==> src/rtl/irq_vector_ctrl.sv <==
module irq_vector_ctrl #(
  parameter int NSRC  = 32,
  parameter int PW    = 4,
  parameter int DEPTH = 16
) (
  input  logic            clk,
  input  logic            rst_n,
  input  logic [NSRC-1:0] src_req,
  input  logic            reg_en,
  input  logic            reg_wr,
  input  logic [5:0]      reg_addr,
  input  logic [31:0]     reg_wdata,
  output logic [31:0]     reg_rdata,
  input  logic            vec_taken,
  output logic            cpu_irq,
  output logic            hw_vec_valid,
  output logic [31:0]     hw_vec_addr
);
  localparam int IW   = $clog2(NSRC);
  localparam int SPW  = $clog2(DEPTH + 1);
  localparam int STW  = $clog2(DEPTH);
  localparam logic [5:0] A_CTRL = 6'h00, A_CUR = 6'h01, A_ACK = 6'h02,
                         A_EOI = 6'h03, A_BASE = 6'h04;
  localparam logic [31:0] SPURIOUS = 32'h8000_0000;

  logic [NSRC-1:0] sync1, sync2;
  logic [PW-1:0]   prio [NSRC];
  logic            mode;
  logic [20:0]     vtbase;
  logic [PW-1:0]   curpri;
  logic [PW-1:0]   stk [DEPTH];
  logic [SPW-1:0]  sp;
  logic [SPW-1:0]  sp_dec;
  logic [PW-1:0]   win_p;
  logic [IW-1:0]   win_i;
  logic            found;
  logic            rd_ack, wr_eoi, ack_fire;
  logic            unused_wbits;

  assign unused_wbits = ^reg_wdata[10:PW];

  always_ff @(posedge clk or negedge rst_n)
    if (!rst_n) begin
      sync1 <= '0;
      sync2 <= '0;
    end else begin
      sync1 <= src_req;
      sync2 <= sync1;
    end

  always_comb begin
    win_p = '0;
    win_i = '0;
    for (int i = 0; i < NSRC; i++)
      if (sync2[i] && prio[i] > curpri && prio[i] > win_p) begin
        win_p = prio[i];
        win_i = IW'(i);
      end
  end

  assign found        = win_p != '0;
  assign cpu_irq      = found;
  assign hw_vec_valid = mode & found;
  assign hw_vec_addr  = {vtbase, 11'b0} | {{(30-IW){1'b0}}, win_i, 2'b00};

  assign rd_ack   = reg_en & ~reg_wr & (reg_addr == A_ACK);
  assign wr_eoi   = reg_en & reg_wr & (reg_addr == A_EOI);
  assign ack_fire = (rd_ack | (mode & vec_taken)) & found;
  assign sp_dec   = sp - 1'b1;

  always_comb begin
    reg_rdata = '0;
    if (reg_en && !reg_wr) begin
      if (reg_addr[5])
        reg_rdata = {{(32-PW){1'b0}}, prio[reg_addr[IW-1:0]]};
      else
        case (reg_addr)
          A_CTRL: reg_rdata = {31'b0, mode};
          A_CUR:  reg_rdata = {{(32-PW){1'b0}}, curpri};
          A_ACK:  reg_rdata = found ? {{(30-IW){1'b0}}, win_i, 2'b00} : SPURIOUS;
          A_BASE: reg_rdata = {vtbase, 11'b0};
          default: reg_rdata = '0;
        endcase
    end
  end

  generate
    for (genvar g = 0; g < NSRC; g++) begin : g_prio
      always_ff @(posedge clk or negedge rst_n)
        if (!rst_n) prio[g] <= '0;
        else if (reg_en && reg_wr && reg_addr[5] && reg_addr[IW-1:0] == IW'(g))
          prio[g] <= reg_wdata[PW-1:0];
    end
  endgenerate

  always_ff @(posedge clk or negedge rst_n)
    if (!rst_n) begin
      mode   <= 1'b0;
      vtbase <= '0;
    end else if (reg_en && reg_wr) begin
      if (reg_addr == A_CTRL) mode <= reg_wdata[0];
      if (reg_addr == A_BASE) vtbase <= reg_wdata[31:11];
    end

  always_ff @(posedge clk or negedge rst_n)
    if (!rst_n) begin
      curpri <= '0;
      sp     <= '0;
      for (int k = 0; k < DEPTH; k++) stk[k] <= '0;
    end else if (ack_fire) begin
      stk[sp[STW-1:0]] <= curpri;
      sp               <= sp + 1'b1;
      curpri           <= win_p;
    end else if (wr_eoi && sp != '0) begin
      curpri <= stk[sp_dec[STW-1:0]];
      sp     <= sp_dec;
    end

  AST_ACK_RAISES: assert property (@(posedge clk) disable iff (!rst_n)
    ack_fire |=> curpri > $past(curpri));
  AST_ACK_PUSHES: assert property (@(posedge clk) disable iff (!rst_n)
    ack_fire |=> stk[sp_dec[STW-1:0]] == $past(curpri));
  AST_EOI_LOWERS: assert property (@(posedge clk) disable iff (!rst_n)
    (wr_eoi && !ack_fire && sp != '0) |=> curpri < $past(curpri));
  AST_SPURIOUS_QUIET: assert property (@(posedge clk) disable iff (!rst_n)
    (rd_ack && !found) |=> ($stable(curpri) && $stable(sp)));
  AST_STACK_ROOM: assert property (@(posedge clk) disable iff (!rst_n)
    ack_fire |-> sp < SPW'(DEPTH));
endmodule

==> config.mk <==
export PLATFORM = sky130hd
export DESIGN_NAME = irq_vector_ctrl
export DESIGN_NICKNAME = d
export VERILOG_FILES = /design/src/rtl/irq_vector_ctrl.sv
export SDC_FILE = /design/constraint.sdc
export NUM_CORES = 1
export LEC_CHECK = 0
export BUFFER_PORTS_ARGS = -buffer_cell sky130_fd_sc_hd__clkbuf_2
export CORE_UTILIZATION = 55
export DETAILED_ROUTE_END_ITERATION = 10
export GPL_TIMING_DRIVEN = 0
export PLACE_DENSITY = 0.73
export SLEW_MARGIN = 0
export SYNTH_ARGS = -nofsm -noshare
export SYNTH_HDL_FRONTEND = slang
export SYNTH_SLANG_ARGS = --single-unit
==> constraint.sdc <==
create_clock -name clk -period 148.2 [get_ports clk]
set_input_delay 22.23 -clock clk [delete_from_list [all_inputs] [get_ports clk]]
set_output_delay 22.23 -clock clk [all_outputs]
set_load 0.02 [all_outputs]
Word level (Yosys, flattened, before mapping)
Index checks and enable logic that the tools add are counted.
W data, S select, Z words.
{"block": "word_totals", "out_inout_bits": 66, "elab_cells": 361, "inputBits": 75, "reg_bits": 287}
{"block": "op_classes", "n_eq_ne": 35, "reduce_logical": 109, "muxes": 80, "order_cmp": 68, "bitwise_logic": 13, "add_sub_neg": 2}
{"op": "$gt A4 B4 Y1", "count": 63}
{"op": "$mux W4", "count": 46}
{"op": "$pmux W32 S4", "count": 1}
{"op": "$logic_and A1 B1 Y1", "count": 101}
{"op": "$mux W32", "count": 3}
{"op": "$mux W5", "count": 19}
{"op": "$eq A5 B5 Y1 const B", "count": 16}
{"op": "$bwmux W64", "count": 1}
{"op": "$eq A5 B4 Y1 const B", "count": 8}
{"op": "$or A32 B7 Y32", "count": 1}
{"op": "$bmux W4 S5", "count": 1}
{"op": "$eq A5 B3 Y1 const B", "count": 4}
{"op": "$bmux W4 S4", "count": 1}
{"op": "$demux W4 S4", "count": 1}
{"op": "$eq A6 B2 Y1 const B", "count": 2}
{"op": "$mux W3", "count": 4}
{"op": "$eq A5 B2 Y1 const B", "count": 2}
{"op": "$ge A5 B5 Y1 const B", "count": 2}
{"op": "$not A4 Y5", "count": 2}
{"op": "$and A1 B1 Y1", "count": 7}
{"op": "$eq A6 B1 Y1 const B", "count": 1}
{"op": "$eq A6 B3 Y1 const B", "count": 1}
{"op": "$ge A6 B6 Y1 const B", "count": 1}
{"op": "$logic_not A6 Y1", "count": 1}
{"op": "other kinds (16)", "count": 18}

Logic depth before layout (Yosys ltp)
Gate-level depths: netlist of run 1.
{"block": "depth", "word_depth": 102, "ltp_mapped": 304, "depth_no_buf": 291}

Least setup slack after synthesis of run 1
OpenSTA, ideal clock, no wires.
{"block": "synth_timing", "kind": "register to output", "startpoint": "reg curpri[3]", "endpoint": "out reg_rdata[31]", "t_required_ns": 125.970, "setup_slack_ns": 75.981, "path_buffers": 12, "path_stages_with_launch": 275, "arrival_time_ns": 49.989, "path_cell_list": "dfrtp_1 > clkbuf_1 > clkbuf_1 > inv_1 > ha_1 > nand4_1 > nand3_1 > a21oi_1 > inv_1 > ha_1 > nand4_1 > nand3_1 > a221oi_4 > buf_2 > a21oi_1 > ha_1 > o21ai_0 > a41oi_1 > (+239 left out) > nand3_1 > a211o_1 > clkbuf_1 > a41o_1 > a31oi_2 > ha_1 > nor2b_1 > o21ai_0 > nand2b_1 > a21oi_1 > or3_1 > clkbuf_1 > nand2_1 > a2111o_1 > o311ai_0 > a31oi_1 > a211o_1 > o21ai_0"}
{"block": "synth_via", "elab_chain_cells": 102, "word_cells_on_any_way": 164, "cone_classes": "order compare: 63; mux: 36; reduce/logical: 65"}
{"element": "start, declared", "line_no": "30", "text": "logic [PW-1:0] curpri;"}
{"element": "start signal, assigned", "line_no": "113", "text": "curpri <= win_p;"}
{"element": "start signal, assigned", "line_no": "115", "text": "curpri <= stk[sp_dec[STW-1:0]];"}
{"element": "$gt A4 B4 Y1", "line_no": "55", "text": "if (sync2[i] && prio[i] > curpri && prio[i] > win_p) begin"}
{"element": "$logic_and A1 B1 Y1 (2 in a row)", "line_no": "55"}
{"element": "$mux W4", "line_no": "55"}
{"element": "$gt A4 B4 Y1", "line_no": "55"}
{"element": "$logic_and A1 B1 Y1", "line_no": "55"}
{"element": "$mux W4", "line_no": "55"}
{"element": "$gt A4 B4 Y1", "line_no": "55"}
{"element": "$logic_and A1 B1 Y1", "line_no": "55"}
{"element": "(+86 left out)"}
{"element": "$logic_and A1 B1 Y1", "line_no": "55"}
{"element": "$mux W4 *", "line_no": "55"}
{"element": "$reduce_bool A4 Y1 *", "line_no": "61", "text": "assign found = win_p != '0;"}
{"element": "via cpu_irq", "line_no": "15", "text": "output logic cpu_irq,"}
{"element": "$mux W32 *", "line_no": "80", "text": "A_ACK: reg_rdata = found ? {{(30-IW){1'b0}}, win_i, 2'b00} : SPURIOUS;"}
{"element": "$pmux W32 S4 *", "line_no": "77", "text": "case (reg_addr)"}
{"element": "$mux W32 *", "line_no": "74", "text": "if (reg_addr[5])"}
{"element": "$mux W32 *", "line_no": "73", "text": "if (reg_en && !reg_wr) begin"}
{"element": "end, declared", "line_no": "13", "text": "output logic [31:0] reg_rdata,"}
The timed path passes the listed nets; every way through them passes the cells marked *.

Worst setup path after layout of run 1
{"block": "layout_timing", "startpoint": "reg curpri[3]", "endpoint": "out reg_rdata[3]"}
{"block": "layout_via", "elab_chain_cells": 102, "word_cells_on_any_way": 194, "cone_classes": "order compare: 63; mux: 66; reduce/logical: 65"}
{"element": "$gt A4 B4 Y1", "line_no": "55"}
{"element": "$logic_and A1 B1 Y1 (2 in a row)", "line_no": "55"}
{"element": "$mux W4", "line_no": "55"}
{"element": "$gt A4 B4 Y1", "line_no": "55"}
{"element": "$logic_and A1 B1 Y1", "line_no": "55"}
{"element": "$mux W4", "line_no": "55"}
{"element": "$gt A4 B4 Y1", "line_no": "55"}
{"element": "$logic_and A1 B1 Y1", "line_no": "55"}
{"element": "(+85 left out)"}
{"element": "$gt A4 B4 Y1", "line_no": "55"}
{"element": "$logic_and A1 B1 Y1", "line_no": "55"}
{"element": "$mux W4", "line_no": "55"}
{"element": "$reduce_bool A4 Y1", "line_no": "61"}
{"element": "$mux W32", "line_no": "80"}
{"element": "$pmux W32 S4 *", "line_no": "77"}
{"element": "$mux W32 *", "line_no": "74"}
{"element": "$mux W32 *", "line_no": "73"}
Every way passes the cells marked *; elsewhere a longest branch is shown, timed or not.

==> results summary, run 1 <==
Between clock sinks in the finished design, the worst skew comes to 0.01563 ns. In the final layout, the multi-input gates occupy 0.01380 mm². In this run the horizontal extent of the chip is 201.7 µm. The tightest min-delay check is of the register to register type. The register-to-register setup slack is 88.25 ns. TritonCTS built the clock tree. The number of hold buffers added after CTS came out at 0. Of the post-synthesis cell area, the dominant cell type holds 0.3274. After detailed routing, the number of vias per cell comes to 6.306. The post-CTS resize count is 0. The maximum fanout along the worst path is 22. Input and output buffers added on the ports amount to 119. The accumulated negative setup slack came out at 0 ns.

The deepest level of the CTS H-tree is 2. The most used flip-flop cell after synthesis is sky130_fd_sc_hd__dfrtp_1. The critical path data required time came out at 125.97 ns. The number of storage elements in the synthesis netlist came out at 287. The count of routing violations after the opening detailed-route iteration came out at 1464. The register area came out at 0.007183 mm². The detailed-placement wirelength estimate is 46990 µm. The first-pass detailed-route iteration total came out at 7. Clock latency on the worst-skew pair, taken at its later pin, is 0.56 ns. The number of global-route vias before repair is 18281. In this design, the largest share of critical-path delay is due to compound AO/OA/AOI/OAI gates. Setup violations remaining at the end of the flow were counted as 0. STA classifies the critical path endpoint as an output pin. The setup path with the least slack is of type register to output pin.

The detailed-route DRC error count came out at 0. Counting instances in the post-synthesis netlist gives the leading cell types as sky130_fd_sc_hd__dfrtp_1 (287), sky130_fd_sc_hd__ha_1 (229), sky130_fd_sc_hd__inv_1 (161). The stage delay of the slowest cell on the critical path came out at 0.78 ns. The number of enable flip-flop cells after synthesis came out at 0. The overall overflow remaining after global route is 0. The number of standard-cell rows in the floorplan is 72. The vertical die dimension is 201.7 µm.

At the pin with the least slew margin, the transition time is 1.269 ns. The dominant cell by count in the synthesized netlist is sky130_fd_sc_hd__dfrtp_1. Counting every instance in the synthesized netlist gives 2203. The clock drives 287 sinks. The arrival time of data at the critical path endpoint came out at 60.67 ns.

In this run the remaining antenna-violating nets after routing total 0. Fill cells in the final layout number 3166. Dividing the final minimum period by the clock period gives 0.5594. The global-route wire length before repair is 99930 µm. The average size of a mapped cell came out at 9.958 µm². Among the stages of the critical path, the cell type that occurs most often is sky130_fd_sc_hd__ha_1. The weighted congestion at the end of routability-driven global placement came out at 0.9474. The flow ran to the end, and the final reports show no timing, DRC or antenna violations. Max-cap violations in this run came to 0. In this run the deepest clock path goes through 3 buffers. The routed layout has 18395 vias. The net count reported at finish came out at 2677. By area the synthesized netlist is led by sky130_fd_sc_hd__dfrtp_1 (33%), sky130_fd_sc_hd__ha_1 (13%), sky130_fd_sc_hd__mux2_2 (7.8%). The die covers 0.04069 mm².

The final number of hold-violating endpoints is 0. The placeable core area came out at 0.03901 mm². The number of buffers created by CTS is 34. The number of buffers and inverters on the critical path is 36.

Setup repair after global routing left no endpoint under its margin. The post-detailed-routing wire length is 62890 µm. After synthesis, the share of flip-flops with an asynchronous set or reset is 1.000. The area added between synthesis and finish came out at 12.07%.

The initial core utilization is 0.5624. The worst max-slew margin expressed relative to the limit came out at 0.1538. The initial antenna violation count came out at 2. The post-layout instance area is 0.02459 mm². The number of buffers added for setup after CTS came out at 0.

The global routing usage summed across all routing layers came out at 0.3120. Entering global routing, the biggest net connects 105 pins. The number of top-level pins is 141. The slowest stage of the critical path is the sky130_fd_sc_hd__nor3_1 cell. Of the cells placed in the final design, the portion with a size suffix greater than 1 is 0.2002. The sequential share of the synthesized area is 0.3274. After detailed routing, the average wire length per cell comes to 21.56 µm. STA classifies the critical path startpoint as a register. The cell area after placement is 0.02336 mm². The highest clock frequency the design can meet is 12.06 MHz. In this run the clock root is driven by a sky130_fd_sc_hd__clkbuf_16. The clock-pin slew on the worst setup and hold paths is 0.06 ns. The netlist uses 103 different library cells. The netlist area before placement is 0.02194 mm². The number of max-slew violations in the final report is 0.

The number of warnings issued by yosys came out at 0. The smallest clock period supported by the final layout is computed as 82.90 ns. The biggest area contributor in the post-synthesis netlist is sky130_fd_sc_hd__dfrtp_1.
==> per-layer routing <==
layer	global-route usage	wire length, µm	vias up
li1	-	-	8479
met1	0.4139	26610	9039
met2	0.4978	29130	718
met3	0.06868	4989	157
met4	0.1209	2151	2
met5	0	13	-
==> cell type report <==
cell class	instances	share of cell area
clock inverters	14	0.009466
repair buffers	125	0.03008
flip-flops and latches	287	0.2922
inverters	161	0.02458
diodes	1	0.0001018
well taps	518	0.02636
plain buffers	85	0.01557
clock buffers	47	0.04025
multi-input cells	1679	0.5614
==> logic make-up after synthesis <==
logic type,share of synthesized area
buffers and inverters,0.04500
flip-flops,0.3274
AO/OA/AOI/OAI,0.1540
multiplexers,0.1890
AND/OR/NAND/NOR,0.1414
other,0.0001709
adder cells (fa/ha/maj),0.1320
XOR/XNOR,0.01106
==> sequential cells by signal (all words and copies together) (netlist names) <==
name    flops
vtbase     21
mode        1
sync1      32
prio      128
sp          5
curpri      4
sync2      32
stk        64
==> layout by cell type, fill, tap and decap left out, types with 24 or more instances in the layout <==
cell                          n
sky130_fd_sc_hd__nor2b_1     50
sky130_fd_sc_hd__ha_1       229
sky130_fd_sc_hd__inv_1      158
sky130_fd_sc_hd__nand4_1     44
sky130_fd_sc_hd__and2_1      42
sky130_fd_sc_hd__nor2_1     118
sky130_fd_sc_hd__a21o_1      30
sky130_fd_sc_hd__clkbuf_1    63
sky130_fd_sc_hd__nand3_1     66
sky130_fd_sc_hd__o211ai_1    24
sky130_fd_sc_hd__mux4_2      60
sky130_fd_sc_hd__mux2_1      64
sky130_fd_sc_hd__a21oi_1    100
sky130_fd_sc_hd__nand2b_1    26
sky130_fd_sc_hd__mux2i_1     26
sky130_fd_sc_hd__mux2_2     152
sky130_fd_sc_hd__o21ai_0    125
sky130_fd_sc_hd__and3_1      25
sky130_fd_sc_hd__clkbuf_2   118
sky130_fd_sc_hd__nor3_1      30
sky130_fd_sc_hd__clkbuf_16   34
sky130_fd_sc_hd__nand2_1    160
sky130_fd_sc_hd__o21a_1      35
sky130_fd_sc_hd__dfrtp_1    286
==> stage by stage <==
step	hold WS, ns	instances	setup WS [ns]	util
after detailed placement	0.3347	2855	67.29	0.5989
after CTS	0.3449	2916	66.40	0.6302
after global routing	0.3506	2916	60.89	0.6302
after floorplan	0.3312	2212	75.98	-
after global placement	0.3321	2849	67.82	0.5952
final	0.3396	2917	65.30	0.6303
==> path summary, 6_finish.rpt <==
path,from,cells past startpoint,endpoint
worst max-delay path,curpri[3]$_DFFE_PN0P_,276,reg_rdata[3]
worst min-delay path,sync1[4]$_DFF_PN0_,0,sync2[4]$_DFF_PN0_
worst max register to register,curpri[3]$_DFFE_PN0P_,278,stk[46]$_DFFE_PN0P_
worst min register to register,sync1[4]$_DFF_PN0_,0,sync2[4]$_DFF_PN0_
max in group asynchronous,rst_n,2,curpri[0]$_DFFE_PN0P_
min in group asynchronous,rst_n,1,prio[78]$_DFFE_PN0P_
Power of run 1 is not shown: default switching activity piles up to over one toggle a cycle in this logic, so the estimate is an artifact.
==> run 2, diff against run 1 <==
--- a/config.mk
+++ b/config.mk
@@ -9,7 +9,7 @@
 export CORE_UTILIZATION = 55
 export DETAILED_ROUTE_END_ITERATION = 10
 export GPL_TIMING_DRIVEN = 0
-export PLACE_DENSITY = 0.73
+export PLACE_DENSITY = 0.76
 export SLEW_MARGIN = 0
 export SYNTH_ARGS = -nofsm -noshare
 export SYNTH_HDL_FRONTEND = slang
==> constraint.sdc (replaced) <==
create_clock -name clk -period 68.3 [get_ports clk]
set_input_delay 10.245 -clock clk [delete_from_list [all_inputs] [get_ports clk]]
set_output_delay 10.245 -clock clk [all_outputs]
set_load 0.02 [all_outputs]
==> results summary, run 2 (same netlist as run 1, synthesis figures left out) <==
The register area came out at 0.007189 mm² (was 0.007183 mm²). The clock insertion delay at the later pin of the skew report is 0.57 ns (was 0.56 ns). The startpoint kind of the worst setup timing path was a register (unchanged). The number of max-slew violations in the final report is 0 (unchanged).

The TritonCTS clock tree was built (unchanged). The post-route fraction of the period consumed by the critical path came out at 0.9583. The initial antenna violation count was 0 (was 2). The worst max-slew margin expressed relative to the limit is 0.2063 (was 0.1538). The area added between synthesis and finish came out at 14.10% (was 12.07%).

The origin of the critical flop-to-flop path was curpri[1]$_DFFE_PN0P_ (was curpri[3]$_DFFE_PN0P_). The most common library cell in the layout ignoring fill and taps is sky130_fd_sc_hd__dfrtp_1 (unchanged). The initial core utilization came out at 0.5624 (unchanged). The cell repeated most along the worst path is sky130_fd_sc_hd__ha_1 (unchanged). The slowest library cell on the worst path is sky130_fd_sc_hd__a2111o_1 (was sky130_fd_sc_hd__nor3_1). The final number of setup-violating endpoints is 0 (unchanged).

The worst reg2reg path depth came to 274 (was 278). The vertical die dimension is 201.7 µm (unchanged). The number of flip-flops in the largest register came to 128 (unchanged). The arrival time of data at the critical path endpoint was 55.20 ns (was 60.67 ns).

Leading cell types in the layout, fill and taps excluded: sky130_fd_sc_hd__dfrtp_1 (283), sky130_fd_sc_hd__ha_1 (229), sky130_fd_sc_hd__nand2_1 (160) (was sky130_fd_sc_hd__dfrtp_1 (286), sky130_fd_sc_hd__ha_1 (229), sky130_fd_sc_hd__nand2_1 (160)). The post-detailed-routing wire length is 63360 µm (was 62890 µm). The measured slew at the worst slew-check pin came out at 1.191 ns (was 1.269 ns). The shortest period the worst path allows came out at 65.45 ns.

The sink of the worst hold path is sync2[28]$_DFF_PN0_ (was sync2[4]$_DFF_PN0_). The register with the most flip-flops is prio (unchanged). The overall die area came to 0.04069 mm² (unchanged). The number of sinks handled by clock tree synthesis is 287 (unchanged).

The first-pass detailed-route iteration total came out at 6 (was 7). The detailed-route DRC error count came out at 0 (unchanged). Result of the run: completed (unchanged). The endpoint of the worst register-to-register path is stk[8]$_DFFE_PN0P_ (was stk[46]$_DFFE_PN0P_).

The placeable core area is 0.03901 mm² (unchanged). The stage delay of the slowest cell on the critical path is 0.47 ns (was 0.78 ns). The global-route wire length before repair was 100100 µm (was 99930 µm). The max-cap check violation count came out at 0 (unchanged). The count of routing violations after the opening detailed-route iteration is 1774 (was 1464).

The total number of vias came out at 18716 (was 18395). The multi-input gate area in the final layout came out at 0.01401 mm² (was 0.01380 mm²). The post-layout instance area is 0.02503 mm² (was 0.02459 mm²).

The highest clock frequency the design can meet is 15.28 MHz. The clock-pin slew on the worst setup and hold paths came out at 0.06 ns (about the same). The x dimension of the die was 201.7 µm (unchanged).

The maximum clock path buffer count came out at 3 (unchanged). The critical path data required time came out at 58.06 ns (was 125.97 ns). The net count reported at finish came to 2701 (was 2677). The count of input and output buffers came out at 119 (unchanged). The number of buffers and inverters on the critical path is 30 (was 36). The number of global-route vias before repair is 18707 (was 18281). The layout cell share with drive strength beyond 1 came out at 0.2275 (was 0.2002).

The global routing usage summed across all routing layers came out at 0.3098 (was 0.3120). The register-to-register setup slack came out at 13.29 ns (was 88.25 ns). The hold path startpoint is sync1[28]$_DFF_PN0_ (was sync1[4]$_DFF_PN0_).

The number of vias per cell after detailed routing came to 6.364 (was 6.306). The number of buffers created by CTS is 36 (was 34). The number of hold buffers added after CTS was 0 (unchanged). The number of standard-cell rows in the floorplan came out at 72 (unchanged). The pin count of the biggest net entering global routing came out at 115 (was 105). The maximum fanout along the worst path is 22 (unchanged). The post-route clock skew came to 0.03422 ns (was 0.01563 ns). The cell area after placement came out at 0.02338 mm² (was 0.02336 mm²). The cell at the root of the clock tree is sky130_fd_sc_hd__clkbuf_16 (unchanged). The type of the worst setup path is register to output pin (unchanged). The count of nets left with antenna violations after detail routing is 0 (unchanged). The logic depth of the worst path, buffers included is 273 (was 276). The detailed-placement wirelength estimate was 46610 µm (was 46990 µm). The number of filler instances in the final layout is 3010 (was 3166).

The worst hold path depth came out at 0 (unchanged). The weighted congestion at the end of routability-driven global placement is 1.002 (was 0.9474). The family of cells with the greatest summed delay on the critical path is compound AO/OA/AOI/OAI gates (unchanged). The kind of end point of the critical path was an output pin (unchanged). The number of top-level pins came out at 141 (unchanged). The overall overflow remaining after global route came out at 0 (unchanged). The type of the worst min-delay path is register to register (unchanged). The routed wire length per instance is 21.54 µm (was 21.56 µm). The deepest level of the CTS H-tree came to 2 (unchanged).

The final number of hold-violating endpoints came to 0 (unchanged). Registers with the most flip-flops: prio x128, stk x64 (unchanged).
[run 2: changes by cell type in the layout (fill, tap and decap cells not counted), moves of 5 or more]
cell	change
sky130_fd_sc_hd__a211oi_2	+6
sky130_fd_sc_hd__a21oi_1	-8
sky130_fd_sc_hd__o21ai_0	-7
sky130_fd_sc_hd__buf_4	+30
sky130_fd_sc_hd__a21oi_2	+8
sky130_fd_sc_hd__clkbuf_1	-7
sky130_fd_sc_hd__a211oi_1	-6
sky130_fd_sc_hd__o21ai_2	+5
sky130_fd_sc_hd__clkinv_2	+5
[run 2: metal layers]
metal	vias to the layer above	part of all wire	GRT usage
met3	180	0.082	0.05620
met5	-	0	0
met4	0	0.041	0.1288
met1	9185	0.41	0.4082
li1	8523	-	-
met2	828	0.47	0.5023
[run 2: cell type report]
cell class,count,share of cell area
repair buffers,155,0.03914
plain buffers,77,0.01435
diodes,1,0.00009997
well taps,518,0.02589
clock buffers,50,0.04129
clock inverters,13,0.007198
flip-flops and latches,287,0.2872
inverters,161,0.02514
multi-input cells,1679,0.5597
[run 2: worst max-delay path by stage]
| stage | from | endpoint | slack (ns) |
|---|---|---|---|
| 3_3_place_gp | curpri[2]$_DFFE_PN0P_ | reg_rdata[2] | 0.49 |
| 5_1_grt | curpri[1]$_DFFE_PN0P_ | reg_rdata[31] | -0.36 |
| 3_5_place_dp | curpri[2]$_DFFE_PN0P_ | reg_rdata[2] | -0.51 |
| 2_1_floorplan | curpri[3]$_DFFE_PN0P_ | reg_rdata[31] | 8.07 |
| 6_report | curpri[1]$_DFFE_PN0P_ | reg_rdata[2] | 2.85 |
| 4_1_cts | curpri[2]$_DFFE_PN0P_ | reg_rdata[2] | 0.02 |
[run 2: repair_timing]
item	4_1_cts	5_1_grt
buffers inserted	0	30
endpoints found under the setup margin	10	13
pin swaps	0	16
resized for setup	9	63
[run 2: per-stage QoR]
step,instances,setup slack [ns],setup TNS (ns),hold WS (ns),util
final,2941,2.850,0,0.3344,0.6417
after floorplan,2212,8.066,0,0.3312,-
after CTS,2918,0.02234,0,0.3450,0.6313
after global routing,2940,-0.3622,-2.015,0.3541,0.6416
after detailed placement,2855,-0.5139,-1.238,0.3347,0.5993
after global placement,2849,0.4930,0,0.3328,0.5952
[run 2: worst register-to-register path: cells and delay by family, from the launching register on]
kind	cells	cell delay, ns
muxes	18	5.73
buffers and inverters	31	3.34
DFF	1	0.44
adders and majority gates	35	10.06
AOI/OAI and AO/OA	129	26.35
and+or+nand+nor	61	9.00
Power of run 2 is left out for the same reason.
==> run 3, diff against run 2 <==
--- a/config.mk
+++ b/config.mk
@@ -5,6 +5,7 @@
 export SDC_FILE = /design/constraint.sdc
 export NUM_CORES = 1
 export LEC_CHECK = 0
+export ABC_AREA = 1
 export BUFFER_PORTS_ARGS = -buffer_cell sky130_fd_sc_hd__clkbuf_2
 export CORE_UTILIZATION = 55
 export DETAILED_ROUTE_END_ITERATION = 10
==> results summary, run 3 <==
The share of the synthesized area in the top cell type came out at 0.3387 (was 0.3274). The accumulated negative setup slack came out at 0 ns (unchanged). The flip-flop cell with the highest count after synthesis is sky130_fd_sc_hd__dfrtp_1 (unchanged). The final number of setup-violating endpoints came to 0 (unchanged). The mux cell area share after synthesis is 0.01304 (was 0.1890).

The kind of end point of the critical path is an output pin (unchanged). The critical path data required time is 58.06 ns (about the same). The detailed-route DRC error count came to 0 (unchanged). The placeable core area was 0.03784 mm² (was 0.03901 mm²). The max-cap check violation count came to 0 (unchanged).

The startpoint kind of the worst setup timing path is a register (unchanged). The number of filler instances in the final layout came out at 3370 (was 3010). Setup repair after global routing left no endpoint under its margin. The sequential share of the synthesized area is 0.3387 (was 0.3274). The deepest level of the CTS H-tree is 2 (unchanged). The stage delay of the slowest cell on the critical path came out at 0.67 ns (was 0.47 ns). The TritonCTS clock tree is built (unchanged).

The type of the worst setup path is register to output pin (unchanged). The arrival time of data at the critical path endpoint came to 38.55 ns (was 55.20 ns). The final number of hold-violating endpoints came out at 0 (unchanged). The pin count of the biggest net entering global routing came out at 111 (was 115). The initial antenna violation count was 2 (was 0). The maximum fanout along the worst path is 32 (was 22). The dominant cell by count in the synthesized netlist was sky130_fd_sc_hd__nand2_1 (was sky130_fd_sc_hd__dfrtp_1).

The net count reported at finish came out at 3182 (was 2701). The shortest period the worst path allows is 48.79 ns (was 65.45 ns). The weighted congestion at the end of routability-driven global placement is 0.9943 (was 1.002). The post-route clock skew came out at 0.01815 ns (was 0.03422 ns).

The number of standard-cell rows in the floorplan came out at 71 (was 72). The complex-gate fraction of the synthesized area is 0.1457 (was 0.1540). The number of enable flip-flop cells after synthesis came to 0 (unchanged). The worst max-slew margin expressed relative to the limit is 0.3139 (was 0.2063).

The type of the worst min-delay path is register to register (unchanged). The count of nets left with antenna violations after detail routing came out at 0 (unchanged). The register-to-register setup slack came out at 30.29 ns (was 13.29 ns). The x dimension of the die came out at 198.4 µm (was 201.7 µm).

The measured slew at the worst slew-check pin was 1.028 ns (was 1.191 ns). The register area is 0.007183 mm² (was 0.007189 mm²). Leading cell types in the layout, fill and taps excluded: sky130_fd_sc_hd__nand2_1 (602), sky130_fd_sc_hd__o21ai_0 (297), sky130_fd_sc_hd__dfrtp_1 (286) (was sky130_fd_sc_hd__dfrtp_1 (283), sky130_fd_sc_hd__ha_1 (229), sky130_fd_sc_hd__nand2_1 (160)).

The overall die area is 0.03935 mm² (was 0.04069 mm²). The number of hold buffers added after CTS is 0 (unchanged). The average size of a mapped cell came out at 7.840 µm² (was 9.958 µm²). The cell at the root of the clock tree was sky130_fd_sc_hd__clkbuf_16 (unchanged).

The total number of vias is 20020 (was 18716). Leading post-synthesis cells by cell area: sky130_fd_sc_hd__dfrtp_1 (34%), sky130_fd_sc_hd__ha_1 (14%), sky130_fd_sc_hd__nand2_1 (11%) (was sky130_fd_sc_hd__dfrtp_1 (33%), sky130_fd_sc_hd__ha_1 (13%), sky130_fd_sc_hd__mux2_2 (7.8%)). The global-route wire length before repair came out at 99880 µm (was 100100 µm). The most common library cell in the layout ignoring fill and taps is sky130_fd_sc_hd__nand2_1 (was sky130_fd_sc_hd__dfrtp_1). The share of flip-flops with an asynchronous set or reset after synthesis is 1.000 (unchanged). The xor/xnor share of the synthesized area came out at 0.002478 (was 0.01106). The number of global-route vias before repair came out at 19391 (was 18707). The clock-pin slew on the worst setup and hold paths came out at 0.06 ns (about the same). The post-CTS resize count came to 0 (was 9). Registers with the most flip-flops: prio x128, stk x64 (unchanged). The number of sinks handled by clock tree synthesis is 287 (unchanged). The global routing usage summed across all routing layers is 0.3206 (was 0.3098). The distinct cell type count after synthesis was 51 (was 103). The number of buffers added for setup after CTS is 0 (unchanged). The adder-cell share of the synthesized area came to 0.1351 (was 0.1320).

The layout cell share with drive strength beyond 1 came out at 0.1556 (was 0.2275). The number of vias per cell after detailed routing is 5.857 (was 6.364). The count of routing violations after the opening detailed-route iteration came to 1694 (was 1774).

The multi-input gate area in the final layout came out at 0.01240 mm² (was 0.01401 mm²). The number of max-slew violations in the final report is 0 (unchanged). The highest clock frequency the design can meet came out at 20.50 MHz (was 15.28 MHz). The cell accounting for the most synthesized area is sky130_fd_sc_hd__dfrtp_1 (unchanged). The cell count after synthesis was 2705 (was 2203). The number of top-level pins came out at 141 (unchanged).

The post-route fraction of the period consumed by the critical path came out at 0.7144 (was 0.9583). The post-detailed-routing wire length came out at 61610 µm (was 63360 µm). The simple logic cell fraction of the synthesized area was 0.2865 (was 0.1414). The main combinational cell family by area after synthesis is simple AND/OR/NAND/NOR gates (was multiplexers). The detailed-placement wirelength estimate is 46150 µm (was 46610 µm). The clock insertion delay at the later pin of the skew report came to 0.58 ns (was 0.57 ns). The netlist area before placement came out at 0.02121 mm² (was 0.02194 mm²). Commonest cells in the netlist: sky130_fd_sc_hd__nand2_1 (602), sky130_fd_sc_hd__o21ai_0 (297), sky130_fd_sc_hd__dfrtp_1 (287) (was sky130_fd_sc_hd__dfrtp_1 (287), sky130_fd_sc_hd__ha_1 (229), sky130_fd_sc_hd__inv_1 (161)). The first-pass detailed-route iteration total came out at 9 (was 6). The number of storage elements in the synthesis netlist is 287 (unchanged).

The register with the most flip-flops is prio (unchanged). Result of the run: completed (unchanged). The initial core utilization came out at 0.5604 (was 0.5624). The count of input and output buffers is 122 (was 119). The overall overflow remaining after global route came out at 0 (unchanged). The area added between synthesis and finish is 12.81% (was 14.10%).

The number of flip-flops in the largest register is 128 (unchanged). The number of buffers created by CTS is 37 (was 36). The vertical die dimension came out at 198.4 µm (was 201.7 µm). The routed wire length per instance came out at 18.02 µm (was 21.54 µm). The number of warnings issued by yosys was 0 (unchanged).

The cell repeated most along the worst path is sky130_fd_sc_hd__nand2_2 (was sky130_fd_sc_hd__ha_1). The slowest library cell on the worst path is sky130_fd_sc_hd__inv_2 (was sky130_fd_sc_hd__a2111o_1). The maximum clock path buffer count was 3 (unchanged).
## run 3: changes by cell type after synthesis, sizes merged, moves of 33 or more
cell / before / now
nand2: 162 / 709
mux2: 218 / 21
nand3: 75 / 271
o21ai: 134 / 306
inv: 161 / 279
mux4: 60 / 0
nor2b: 50 / 0
o21bai: 7 / 56
nor2: 119 / 163
o22ai: 13 / 52
and2: 42 / 5
o21a: 35 / 2
## run 3: final timing paths
kind                                  startpoint               endpoint  cells past startpoint
max in group asynchronous                  rst_n  vtbase[7]$_DFFE_PN0P_                      2
setup reg to reg           curpri[1]$_DFFE_PN0P_    stk[61]$_DFFE_PN0P_                    275
min in group asynchronous                  rst_n    sync1[22]$_DFF_PN0_                      1
hold reg to reg              sync1[20]$_DFF_PN0_    sync2[20]$_DFF_PN0_                      0
setup / recovery           curpri[1]$_DFFE_PN0P_           reg_rdata[5]                    272
hold / removal               sync1[20]$_DFF_PN0_    sync2[20]$_DFF_PN0_                      0
## run 3: metal layers
layer,wire length [µm],vias up,global-route usage,part of all wire
li1,-,9524,-,-
met5,0,-,0,0
met1,26100,9516,0.4206,0.42
met3,4599,169,0.05161,0.075
met2,28260,811,0.5162,0.46
met4,2653,0,0.1513,0.043
## run 3: kinds of logic after synthesis
kind of cell	after synthesis
compound gates	545
simple gates	1241
flops	287
mux	25
other cells	1
xor+xnor	6
fa+ha+maj	229
buf+inv	371
## run 3: layout make-up
cell class | count | area share
clock inverter | 19 | 0.01219
multi-input combinational | 2056 | 0.5182
timing repair buffer | 125 | 0.02934
antenna | 2 | 0.0002092
sequential | 287 | 0.3002
buffer | 88 | 0.02484
tap | 511 | 0.02672
clock buffer | 47 | 0.04367
inverter | 283 | 0.04461
## run 3: critical path: cells and delay by family (launching register included)
family / cells / cell delay, ns
adder cells (fa/ha/maj): 32 / 10.30
AO/OA/AOI/OAI: 56 / 7.89
flip-flops: 1 / 0.37
buffers and inverters: 49 / 4.75
AND/OR/NAND/NOR: 135 / 14.55
## run 3: stage by stage
stage,setup slack [ns],cell area (µm²),utilization,std cells,hold slack (ns)
CTS,19.89,23920,0.6321,3416,0.3477
detailed placement,20.66,22580,0.5967,3350,0.3347
global route,16.04,23920,0.6321,3417,0.3529
finish,19.51,23920,0.6322,3418,0.3465
global placement,21.35,22490,0.5943,3347,0.3322
floorplan,26.00,21240,-,2714,0.3312
Power of run 3 is left out for the same reason.
